[src/rtl/vt_sched_pkg.sv]
// Shared types for the virtual CTA residency scheduler.
// Assumes: nothing beyond IEEE 1800-2017 enums.
package vt_sched_pkg;

    // State of one resident CTA entry.
    typedef enum logic [1:0] {
        RS_FREE  = 2'd0,
        RS_PARK  = 2'd1,
        RS_ISSUE = 2'd2
    } res_state_e;

    // State of one issue slot.
    typedef enum logic [1:0] {
        SL_EMPTY  = 2'd0,
        SL_REFILL = 2'd1,
        SL_RUN    = 2'd2
    } slot_state_e;

endpackage

[src/rtl/vt_budget_gate.sv]
// Admission gate: finds the lowest free resident entry and checks the
// register and shared-memory demand against what remains of each budget.
// Keeps running totals of both. Released storage returns at the clock
// edge of the release.
// Assumes: at most one admission and one release per cycle.
module vt_budget_gate #(
    parameter int N_RES       = 4,
    parameter int RIDW        = 2,
    parameter int REG_BUDGET  = 256,
    parameter int SMEM_BUDGET = 128,
    parameter int REG_W       = 9,
    parameter int SMEM_W      = 8
) (
    input  logic              clk,
    input  logic              rst_n,
    input  logic              req,
    input  logic [REG_W-1:0]  req_regs,
    input  logic [SMEM_W-1:0] req_smem,
    input  logic [N_RES-1:0]  free_mask,
    input  logic              rel_vld,
    input  logic [REG_W-1:0]  rel_regs,
    input  logic [SMEM_W-1:0] rel_smem,
    output logic              grant,
    output logic [RIDW-1:0]   grant_id
);
    localparam logic [REG_W:0]  REG_LIM  = (REG_W+1)'(REG_BUDGET);
    localparam logic [SMEM_W:0] SMEM_LIM = (SMEM_W+1)'(SMEM_BUDGET);

    logic [REG_W-1:0]  reg_used;
    logic [SMEM_W-1:0] smem_used;
    logic              any_free;
    logic              regs_fit;
    logic              smem_fit;

    // Lowest-index free resident entry.
    always_comb begin
        any_free = 1'b0;
        grant_id = '0;
        for (int i = 0; i < N_RES; i++) begin
            if (free_mask[i] && !any_free) begin
                any_free = 1'b1;
                grant_id = RIDW'(i);
            end
        end
    end

    // Budget check with one guard bit so the sum cannot wrap.
    always_comb begin
        regs_fit = ({1'b0, reg_used} + {1'b0, req_regs}) <= REG_LIM;
        smem_fit = ({1'b0, smem_used} + {1'b0, req_smem}) <= SMEM_LIM;
        grant    = req && any_free && regs_fit && smem_fit;
    end

    // Running totals: add the admitted demand, subtract the released one.
    always_ff @(posedge clk) begin
        if (!rst_n) begin
            reg_used  <= '0;
            smem_used <= '0;
        end else begin
            reg_used  <= reg_used + (grant ? req_regs : '0) - (rel_vld ? rel_regs : '0);
            smem_used <= smem_used + (grant ? req_smem : '0) - (rel_vld ? rel_smem : '0);
        end
    end

    // the register total never goes past its budget.
    a_r3_regs_in_budget: assert property (@(posedge clk) disable iff (!rst_n)
        {1'b0, reg_used} <= REG_LIM);

    // the shared-memory total never goes past its budget.
    a_r3_smem_in_budget: assert property (@(posedge clk) disable iff (!rst_n)
        {1'b0, smem_used} <= SMEM_LIM);

endmodule

[src/rtl/vt_age_pick.sv]
// Age tracker and oldest-first picker. older[i][j] set means entry i was
// admitted before entry j. Among the candidate entries it returns the one
// that no other candidate is older than.
// Assumes: admissions are one per cycle, so any two resident entries have
// a defined order.
module vt_age_pick #(
    parameter int N_RES = 4,
    parameter int RIDW  = 2
) (
    input  logic             clk,
    input  logic             rst_n,
    input  logic             admit_vld,
    input  logic [RIDW-1:0]  admit_id,
    input  logic [N_RES-1:0] resident,
    input  logic [N_RES-1:0] cand,
    output logic             pick_vld,
    output logic [RIDW-1:0]  pick_id
);
    logic [N_RES-1:0] older [N_RES];

    // Select the candidate with no older candidate.
    always_comb begin
        pick_vld = 1'b0;
        pick_id  = '0;
        for (int i = 0; i < N_RES; i++) begin
            logic beaten;
            beaten = 1'b0;
            for (int j = 0; j < N_RES; j++) begin
                if (j != i && cand[j] && older[j][i]) beaten = 1'b1;
            end
            if (cand[i] && !beaten && !pick_vld) begin
                pick_vld = 1'b1;
                pick_id  = RIDW'(i);
            end
        end
    end

    // On admission every resident entry becomes older than the newcomer.
    always_ff @(posedge clk) begin
        if (!rst_n) begin
            for (int i = 0; i < N_RES; i++) older[i] <= '0;
        end else if (admit_vld) begin
            for (int j = 0; j < N_RES; j++) begin
                older[j][admit_id] <= resident[j] && (RIDW'(j) != admit_id);
                older[admit_id][j] <= 1'b0;
            end
        end
    end

    // a picked entry is always one of the ready candidates.
    a_r5_pick_is_ready: assert property (@(posedge clk) disable iff (!rst_n)
        pick_vld |-> cand[pick_id]);

endmodule

[src/rtl/vt_issue_slots.sv]
// Issue-slot array. Each slot is empty, refilling or running. A slot wants
// a new occupant when it is empty, when its CTA completes, or when its
// running CTA has every warp stalled. The lowest slot that wants one
// receives the picked ready CTA; an evicted CTA is reported for parking.
// Assumes: pick_id is a parked CTA, never one that already holds a slot.
module vt_issue_slots
    import vt_sched_pkg::*;
#(
    parameter int N_ACT    = 2,
    parameter int N_RES    = 4,
    parameter int RIDW     = 2,
    parameter int SIDW     = 1,
    parameter int SWAP_CYC = 3,
    parameter int CNT_W    = 2
) (
    input  logic                  clk,
    input  logic                  rst_n,
    input  logic [N_RES-1:0]      all_stalled,
    input  logic                  done_valid,
    input  logic [RIDW-1:0]       done_id,
    input  logic                  pick_vld,
    input  logic [RIDW-1:0]       pick_id,
    output logic [N_ACT-1:0]      act_valid,
    output logic [N_ACT*RIDW-1:0] act_id,
    output logic                  promote_vld,
    output logic                  demote_vld,
    output logic [RIDW-1:0]       demote_id
);
    slot_state_e      sst  [N_ACT];
    logic [RIDW-1:0]  sid  [N_ACT];
    logic [CNT_W-1:0] cnt  [N_ACT];
    logic [N_ACT-1:0] leaving;
    logic [N_ACT-1:0] evictable;
    logic [N_ACT-1:0] want;
    logic             win_vld;
    logic [SIDW-1:0]  win_idx;

    // Lowest-numbered slot that wants an occupant.
    always_comb begin
        win_vld = 1'b0;
        win_idx = '0;
        for (int k = 0; k < N_ACT; k++) begin
            if (want[k] && !win_vld) begin
                win_vld = 1'b1;
                win_idx = SIDW'(k);
            end
        end
    end

    // One promotion per cycle; an evicted running CTA goes back to parking.
    always_comb begin
        promote_vld = pick_vld && win_vld;
        demote_vld  = promote_vld && evictable[win_idx];
        demote_id   = sid[win_idx];
    end

    for (genvar k = 0; k < N_ACT; k++) begin : g_slot
        // Per-slot demand: completion, full stall, or already empty.
        always_comb begin
            leaving[k]   = (sst[k] != SL_EMPTY) && done_valid && (done_id == sid[k]);
            evictable[k] = (sst[k] == SL_RUN) && all_stalled[sid[k]] && !leaving[k];
            want[k]      = (sst[k] == SL_EMPTY) || leaving[k] || evictable[k];
            act_valid[k] = (sst[k] == SL_RUN);
            act_id[k*RIDW +: RIDW] = sid[k];
        end

        // Slot state: take a promoted CTA, drop a completed one, count refill.
        always_ff @(posedge clk) begin
            if (!rst_n) begin
                sst[k] <= SL_EMPTY;
                sid[k] <= '0;
                cnt[k] <= '0;
            end else if (promote_vld && (win_idx == SIDW'(k))) begin
                sst[k] <= SL_REFILL;
                sid[k] <= pick_id;
                cnt[k] <= CNT_W'(SWAP_CYC - 1);
            end else if (leaving[k]) begin
                sst[k] <= SL_EMPTY;
            end else if (sst[k] == SL_REFILL) begin
                if (cnt[k] == '0) sst[k] <= SL_RUN;
                else              cnt[k] <= cnt[k] - 1'b1;
            end
        end

        // a refilling slot stays hidden with the same CTA until its count ends.
        a_r7_refill_holds: assert property (@(posedge clk) disable iff (!rst_n)
            (sst[k] == SL_REFILL && cnt[k] != '0 && !leaving[k])
            |=> (sst[k] == SL_REFILL && $stable(sid[k])));

        // with nothing ready, a running slot keeps its CTA.
        a_r9_run_kept: assert property (@(posedge clk) disable iff (!rst_n)
            (sst[k] == SL_RUN && !leaving[k] && !pick_vld)
            |=> (sst[k] == SL_RUN && $stable(sid[k])));

        // a running CTA that is not fully stalled is never evicted.
        a_r6_only_stalled_leave: assert property (@(posedge clk) disable iff (!rst_n)
            (sst[k] == SL_RUN && !leaving[k] && !all_stalled[sid[k]])
            |=> (sst[k] == SL_RUN && $stable(sid[k])));
    end

    // two occupied slots never hold the same resident index.
    for (genvar a = 0; a < N_ACT; a++) begin : g_pair_a
        for (genvar b = a + 1; b < N_ACT; b++) begin : g_pair_b
            a_r4_distinct_ids: assert property (@(posedge clk) disable iff (!rst_n)
                (sst[a] != SL_EMPTY && sst[b] != SL_EMPTY) |-> (sid[a] != sid[b]));
        end
    end

endmodule

[src/rtl/vt_cta_sched.sv]
// Virtual CTA residency scheduler top. Holds the resident table (state and
// storage charge per CTA), derives per-CTA full-stall and readiness, and
// ties together the admission gate, the age picker and the issue slots.
// Assumes: warp_stall bits of free entries are ignored; done_id of a free
// entry is ignored; synchronous active-low reset.
module vt_cta_sched
    import vt_sched_pkg::*;
#(
    parameter int N_ACT       = 2,
    parameter int N_RES       = 4,
    parameter int WPC         = 2,
    parameter int REG_BUDGET  = 256,
    parameter int SMEM_BUDGET = 128,
    parameter int SWAP_CYC    = 3,
    localparam int RIDW   = $clog2(N_RES),
    localparam int SIDW   = (N_ACT > 1) ? $clog2(N_ACT) : 1,
    localparam int REG_W  = $clog2(REG_BUDGET + 1),
    localparam int SMEM_W = $clog2(SMEM_BUDGET + 1),
    localparam int CNT_W  = $clog2(SWAP_CYC + 1),
    localparam int NW     = N_RES * WPC
) (
    input  logic                  clk,
    input  logic                  rst_n,
    input  logic                  launch_req,
    input  logic [REG_W-1:0]      launch_regs,
    input  logic [SMEM_W-1:0]     launch_smem,
    output logic                  launch_grant,
    output logic [RIDW-1:0]       launch_id,
    input  logic [NW-1:0]         warp_stall,
    input  logic                  done_valid,
    input  logic [RIDW-1:0]       done_id,
    output logic [N_ACT-1:0]      act_valid,
    output logic [N_ACT*RIDW-1:0] act_id
);
    res_state_e        rstate   [N_RES];
    logic [REG_W-1:0]  regs_tab [N_RES];
    logic [SMEM_W-1:0] smem_tab [N_RES];

    logic [N_RES-1:0]  free_mask;
    logic [N_RES-1:0]  resident;
    logic [N_RES-1:0]  all_stalled;
    logic [N_RES-1:0]  cand;
    logic              done_hit;
    logic [REG_W-1:0]  rel_regs;
    logic [SMEM_W-1:0] rel_smem;
    logic              pick_vld;
    logic [RIDW-1:0]   pick_id;
    logic              promote_vld;
    logic              demote_vld;
    logic [RIDW-1:0]   demote_id;

    // A completion counts only for an occupied, in-range entry.
    always_comb begin
        done_hit = done_valid && (int'(done_id) < N_RES) && (rstate[done_id] != RS_FREE);
        rel_regs = regs_tab[done_id];
        rel_smem = smem_tab[done_id];
    end

    // Per-entry masks: free, resident, fully stalled, ready to promote.
    for (genvar i = 0; i < N_RES; i++) begin : g_res
        always_comb begin
            free_mask[i]   = (rstate[i] == RS_FREE);
            resident[i]    = (rstate[i] != RS_FREE);
            all_stalled[i] = &warp_stall[i*WPC +: WPC];
            cand[i]        = (rstate[i] == RS_PARK) && !all_stalled[i]
                             && !(done_hit && (done_id == RIDW'(i)));
        end

        // Entry state: completion first, then promotion, eviction, admission.
        always_ff @(posedge clk) begin
            if (!rst_n) begin
                rstate[i]   <= RS_FREE;
                regs_tab[i] <= '0;
                smem_tab[i] <= '0;
            end else if (done_hit && (done_id == RIDW'(i))) begin
                rstate[i] <= RS_FREE;
            end else if (promote_vld && (pick_id == RIDW'(i))) begin
                rstate[i] <= RS_ISSUE;
            end else if (demote_vld && (demote_id == RIDW'(i))) begin
                rstate[i] <= RS_PARK;
            end else if (launch_grant && (launch_id == RIDW'(i))) begin
                rstate[i]   <= RS_PARK;
                regs_tab[i] <= launch_regs;
                smem_tab[i] <= launch_smem;
            end
        end
    end

    vt_budget_gate #(
        .N_RES       (N_RES),
        .RIDW        (RIDW),
        .REG_BUDGET  (REG_BUDGET),
        .SMEM_BUDGET (SMEM_BUDGET),
        .REG_W       (REG_W),
        .SMEM_W      (SMEM_W)
    ) u_gate (
        .clk       (clk),
        .rst_n     (rst_n),
        .req       (launch_req),
        .req_regs  (launch_regs),
        .req_smem  (launch_smem),
        .free_mask (free_mask),
        .rel_vld   (done_hit),
        .rel_regs  (rel_regs),
        .rel_smem  (rel_smem),
        .grant     (launch_grant),
        .grant_id  (launch_id)
    );

    vt_age_pick #(
        .N_RES (N_RES),
        .RIDW  (RIDW)
    ) u_age (
        .clk       (clk),
        .rst_n     (rst_n),
        .admit_vld (launch_grant),
        .admit_id  (launch_id),
        .resident  (resident),
        .cand      (cand),
        .pick_vld  (pick_vld),
        .pick_id   (pick_id)
    );

    vt_issue_slots #(
        .N_ACT    (N_ACT),
        .N_RES    (N_RES),
        .RIDW     (RIDW),
        .SIDW     (SIDW),
        .SWAP_CYC (SWAP_CYC),
        .CNT_W    (CNT_W)
    ) u_slots (
        .clk         (clk),
        .rst_n       (rst_n),
        .all_stalled (all_stalled),
        .done_valid  (done_hit),
        .done_id     (done_id),
        .pick_vld    (pick_vld),
        .pick_id     (pick_id),
        .act_valid   (act_valid),
        .act_id      (act_id),
        .promote_vld (promote_vld),
        .demote_vld  (demote_vld),
        .demote_id   (demote_id)
    );

    // an evicted CTA is parked at the next edge, still resident.
    a_r6_evicted_parked: assert property (@(posedge clk) disable iff (!rst_n)
        demote_vld |=> (rstate[$past(demote_id)] == RS_PARK));

    // a completed CTA's entry is free after the edge.
    a_r8_done_frees: assert property (@(posedge clk) disable iff (!rst_n)
        done_hit |=> (rstate[$past(done_id)] == RS_FREE));

    // an admitted CTA is resident after the edge.
    a_r2_admit_parks: assert property (@(posedge clk) disable iff (!rst_n)
        (launch_grant && !done_hit) |=> (rstate[$past(launch_id)] == RS_PARK));

endmodule

[config.mk]
export PLATFORM = sky130hd
export DESIGN_NAME = vt_cta_sched
export DESIGN_NICKNAME = d
export VERILOG_FILES = /design/src/rtl/vt_sched_pkg.sv /design/src/rtl/vt_budget_gate.sv /design/src/rtl/vt_age_pick.sv /design/src/rtl/vt_issue_slots.sv /design/src/rtl/vt_cta_sched.sv
export SDC_FILE = /design/constraint.sdc
export NUM_CORES = 1
export LEC_CHECK = 0
export BUFFER_PORTS_ARGS = -buffer_cell sky130_fd_sc_hd__buf_2
export CORE_MARGIN = 2
export CORE_UTILIZATION = 26
export DETAILED_ROUTE_END_ITERATION = 10
export GPL_TIMING_DRIVEN = 0
export SYNTH_ARGS = -nofsm -noshare
export SYNTH_HDL_FRONTEND = slang
export SYNTH_SLANG_ARGS = --single-unit
[constraint.sdc]
create_clock -name clk -period 6.9 [get_ports clk]
set_clock_uncertainty 0.15 [all_clocks]
set_input_delay 1.035 -clock clk [delete_from_list [all_inputs] [get_ports clk]]
set_output_delay 1.035 -clock clk [all_outputs]
set_load 0.02 [all_outputs]
==> out/qor.csv <==
metric;value;unit
Final min period;6400;ps
global-route wire length before repair;29.8;mm
root buf cell;clkbuf_16;
fill count;2981;
internal power;2.02;mW
share of cells above drive strength 1;0.159;
GRT Total Usage;0.128;
max-slew violations;0;
synthesized instance count;707;
Routability Congestion;0.840;
Post-DP HPWL;14.0;mm
cell family with most CP delay;compound AO/OA/AOI/OAI gates;
CTS H-tree lvls;4;
outcome;completed;
area of the die;30200;sq um
CTS sink count;117;
Routed WL per cell;16.0;microns
NetSw;1.25;mW
largest net degree at the start of global routing;17;
commonest non-fill, non-tap cell in the layout;edfxtp_1;
Worst Hold Class;reg -> reg;
worst-margin pin slew;973;ps
f_max;0.156;GHz
clk slew on worst S/H paths;60;ps
Seq/Total Area, Yosys;0.431;
Rel. slew slack;0.347;
Die X;174;microns
Peak supply drop;0.158;mV
post-detailed-route DRC marker count;0;
Reg power frac;0.297;
PwrDens;373;nW/um^2
placed cells;1131;
total number of vias;5470;
Row Count;62;
worst path bufs/invs;5;
unrepaired setup endpoints after global routing;false;
CORE AREA;28500;sq um
maxcap violations;0;
Unique masters post-synth;70;
Hold Fails Final Rpt;0;
Cell Area, Synth;7480;sq um
Initial Utilization;0.262;
Clk pwr share;0.249;
syn_area_per_cell;10.6;sq um
period utilisation layout;0.928;
CTS tree;built;
CP max stage cell;fa_1;
critical path arrival;6560;ps
Crit Path Class;in -> reg;
1st-iter DRT viols;429;
buffer count from post-CTS setup fixing;0;
Critical Path Fanout Max;10;
Layout area overhead;17.5;%
nets;850;
commonest cells after routing, fill and taps aside;edfxtp_1, and2_1, inv_1;
DR pass1 iterations;5;
# hold bufs at CTS;0;
Syn Nets;791;
initial antenna violation count;0;
vias in the first global route;5435;
Leak;3.51;nW
EDFF count, synth;88;
Total Power;3.28;mW
WP data required;7060;ps
Logic pwr share;0.453;
post-route insts no fill;1163;
I/O pins;40;
# diodes;0;
Resized cells post-CTS;1;
Placed Area;8230;sq um
Switching Share;0.383;
Worst setup EP type;flop;
Main synth FF type;edfxtp_1;
CTS buffer count;17;
DR vias/cell;4.70;
die height;174;microns
Yosys warnings;0;
setup TNS;0;ps
Largest stage delay, worst path;490;ps
Yosys reg bits;117;
Routed Antenna Nets;0;
Synth async-reset ratio;0;
Final Setup Violations;0;
Worst setup SP type;input port;
critical path cell sequence;buf_2 -> ha_1 -> fa_1 -> a211oi_2 -> o2111ai_1 -> or3_1 -> a2111oi_1 -> a211o_1 -> o21ai_1 -> inv_1 -> buf_2 -> buf_2 -> nand2_1 -> fa_1 -> inv_1 -> fa_1 -> a21o_1 -> a21oi_1 -> nor2b_1 -> o21a_1 -> o41ai_2 -> xnor2_1 -> and3_1 -> o21a_1;
design area;8790;sq um
clk buf depth;2;
clk_lat worst skew;420;ps
Port Buffer Count;36;
total grt overflow;0;
overall routed net length;18.6;mm
[kinds of logic (layout without fill, tap and decap cells)]
group                      after synthesis  count (layout)  synth area share
AOI/OAI and AO/OA                      138             138             0.124
xor gates and xnor gates                20              20            0.0234
adders and majority gates               53              53             0.106
buffers and inverters                   86             158            0.0456
DFF                                    117             117             0.431
muxes                                   22              22            0.0614
and+or+nand+nor                        271             271             0.210
[per-stage QoR]
stage	util	hold WS (ps)	setup WS, ps
4_1_cts	0.308	312	264
2_1_floorplan	-	273	681
6_report	0.308	320	500
5_1_grt	0.308	327	108
3_5_place_dp	0.288	303	-430
3_3_place_gp	0.285	298	-496
[power by group through the flow]
stage	combinational, mW	sequential, mW	clock, mW
finish	1.49	0.975	0.818
global route	1.68	0.989	0.865
CTS	1.47	0.975	0.834
detailed placement	1.46	0.990	0
global placement	1.42	0.990	0
floorplan	1.14	0.970	0
[worst reg2reg max path, stage by stage, from the launching register on]
cell       delay [ps]
dfxtp_1           320
ha_1              200
fa_1              440
a211oi_2          260
o2111ai_1         150
or3_1             320
a2111oi_1         370
a211o_1           260
o21ai_1           130
inv_1             110
buf_2             220
buf_2             320
nand2_1           120
fa_1              490
inv_1              70
fa_1              460
a21o_1            180
a21oi_1           190
nor2b_1            80
o21a_1            200
o41ai_2           280
xnor2_1           160
and3_1            200
o21a_1            160
[worst paths after layout]
| check | startpoint | to | slack [ps] | cells after the start |
|---|---|---|---|---|
| hold / removal | u_age.older[1][0] | u_age.older[1][0] | 320 | 2 |
| setup reg to reg | u_gate.smem_used[0] | u_gate.reg_used[8] | 960 | 23 |
| setup / recovery | launch_smem[0] | u_gate.reg_used[8] | 500 | 24 |
| hold reg to reg | u_age.older[1][0] | u_age.older[1][0] | 320 | 2 |
[synthesized netlist by cell type, types with 3 or more instances]
master,number,area share
a211oi_1,6,0.0060
a21o_1,11,0.011
a21oi_1,33,0.022
a311oi_1,3,0.0035
and2_1,84,0.070
and3_1,9,0.0075
buf_2,6,0.0040
clkbuf_1,13,0.0065
dfxtp_1,29,0.078
edfxtp_1,88,0.35
fa_1,17,0.045
ha_1,36,0.060
inv_1,62,0.031
mux4_2,19,0.057
nand2_1,42,0.021
nand2b_1,7,0.0059
nand3_1,9,0.0060
nand3b_1,8,0.0080
nand4_1,6,0.0050
nor2_1,34,0.017
nor2b_1,32,0.027
nor3_1,9,0.0060
nor3b_1,5,0.0050
o2111ai_1,4,0.0047
o211ai_1,6,0.0060
o21a_1,7,0.0070
o21ai_0,26,0.017
o21ai_1,6,0.0040
o21bai_1,8,0.0080
o22ai_1,3,0.0025
or2_2,7,0.0059
or3_1,4,0.0033
xnor2_1,14,0.016
xor2_1,6,0.0070
[per-layer routing]
metal	global-route usage	vias up	part of all wire
met4	0.0357	0	0.012
met3	0.0272	18	0.049
li1	-	2668	-
met2	0.200	146	0.46
met5	0	-	0
met1	0.181	2638	0.48
[layout make-up]
class	count	area (sq um)	share of cell area
buffer	23	108	0.0122
clock buffer	18	429	0.0488
clock inverter	14	118	0.0134
inverter	63	236	0.0269
multi-input combinational	504	3950	0.449
sequential	117	3220	0.366
tap	384	480	0.0546
timing repair buffer	40	253	0.0287
[registers in the layout, indices dropped and copies added (netlist names)]
signal,flops
u_gate.reg_used,9
u_slots.sid,4
u_slots.cnt,4
u_slots.sst,4
rstate,8
regs_tab,36
u_gate.smem_used,8
smem_tab,32
u_age.older,12
Power figures use the tool's default switching activity.
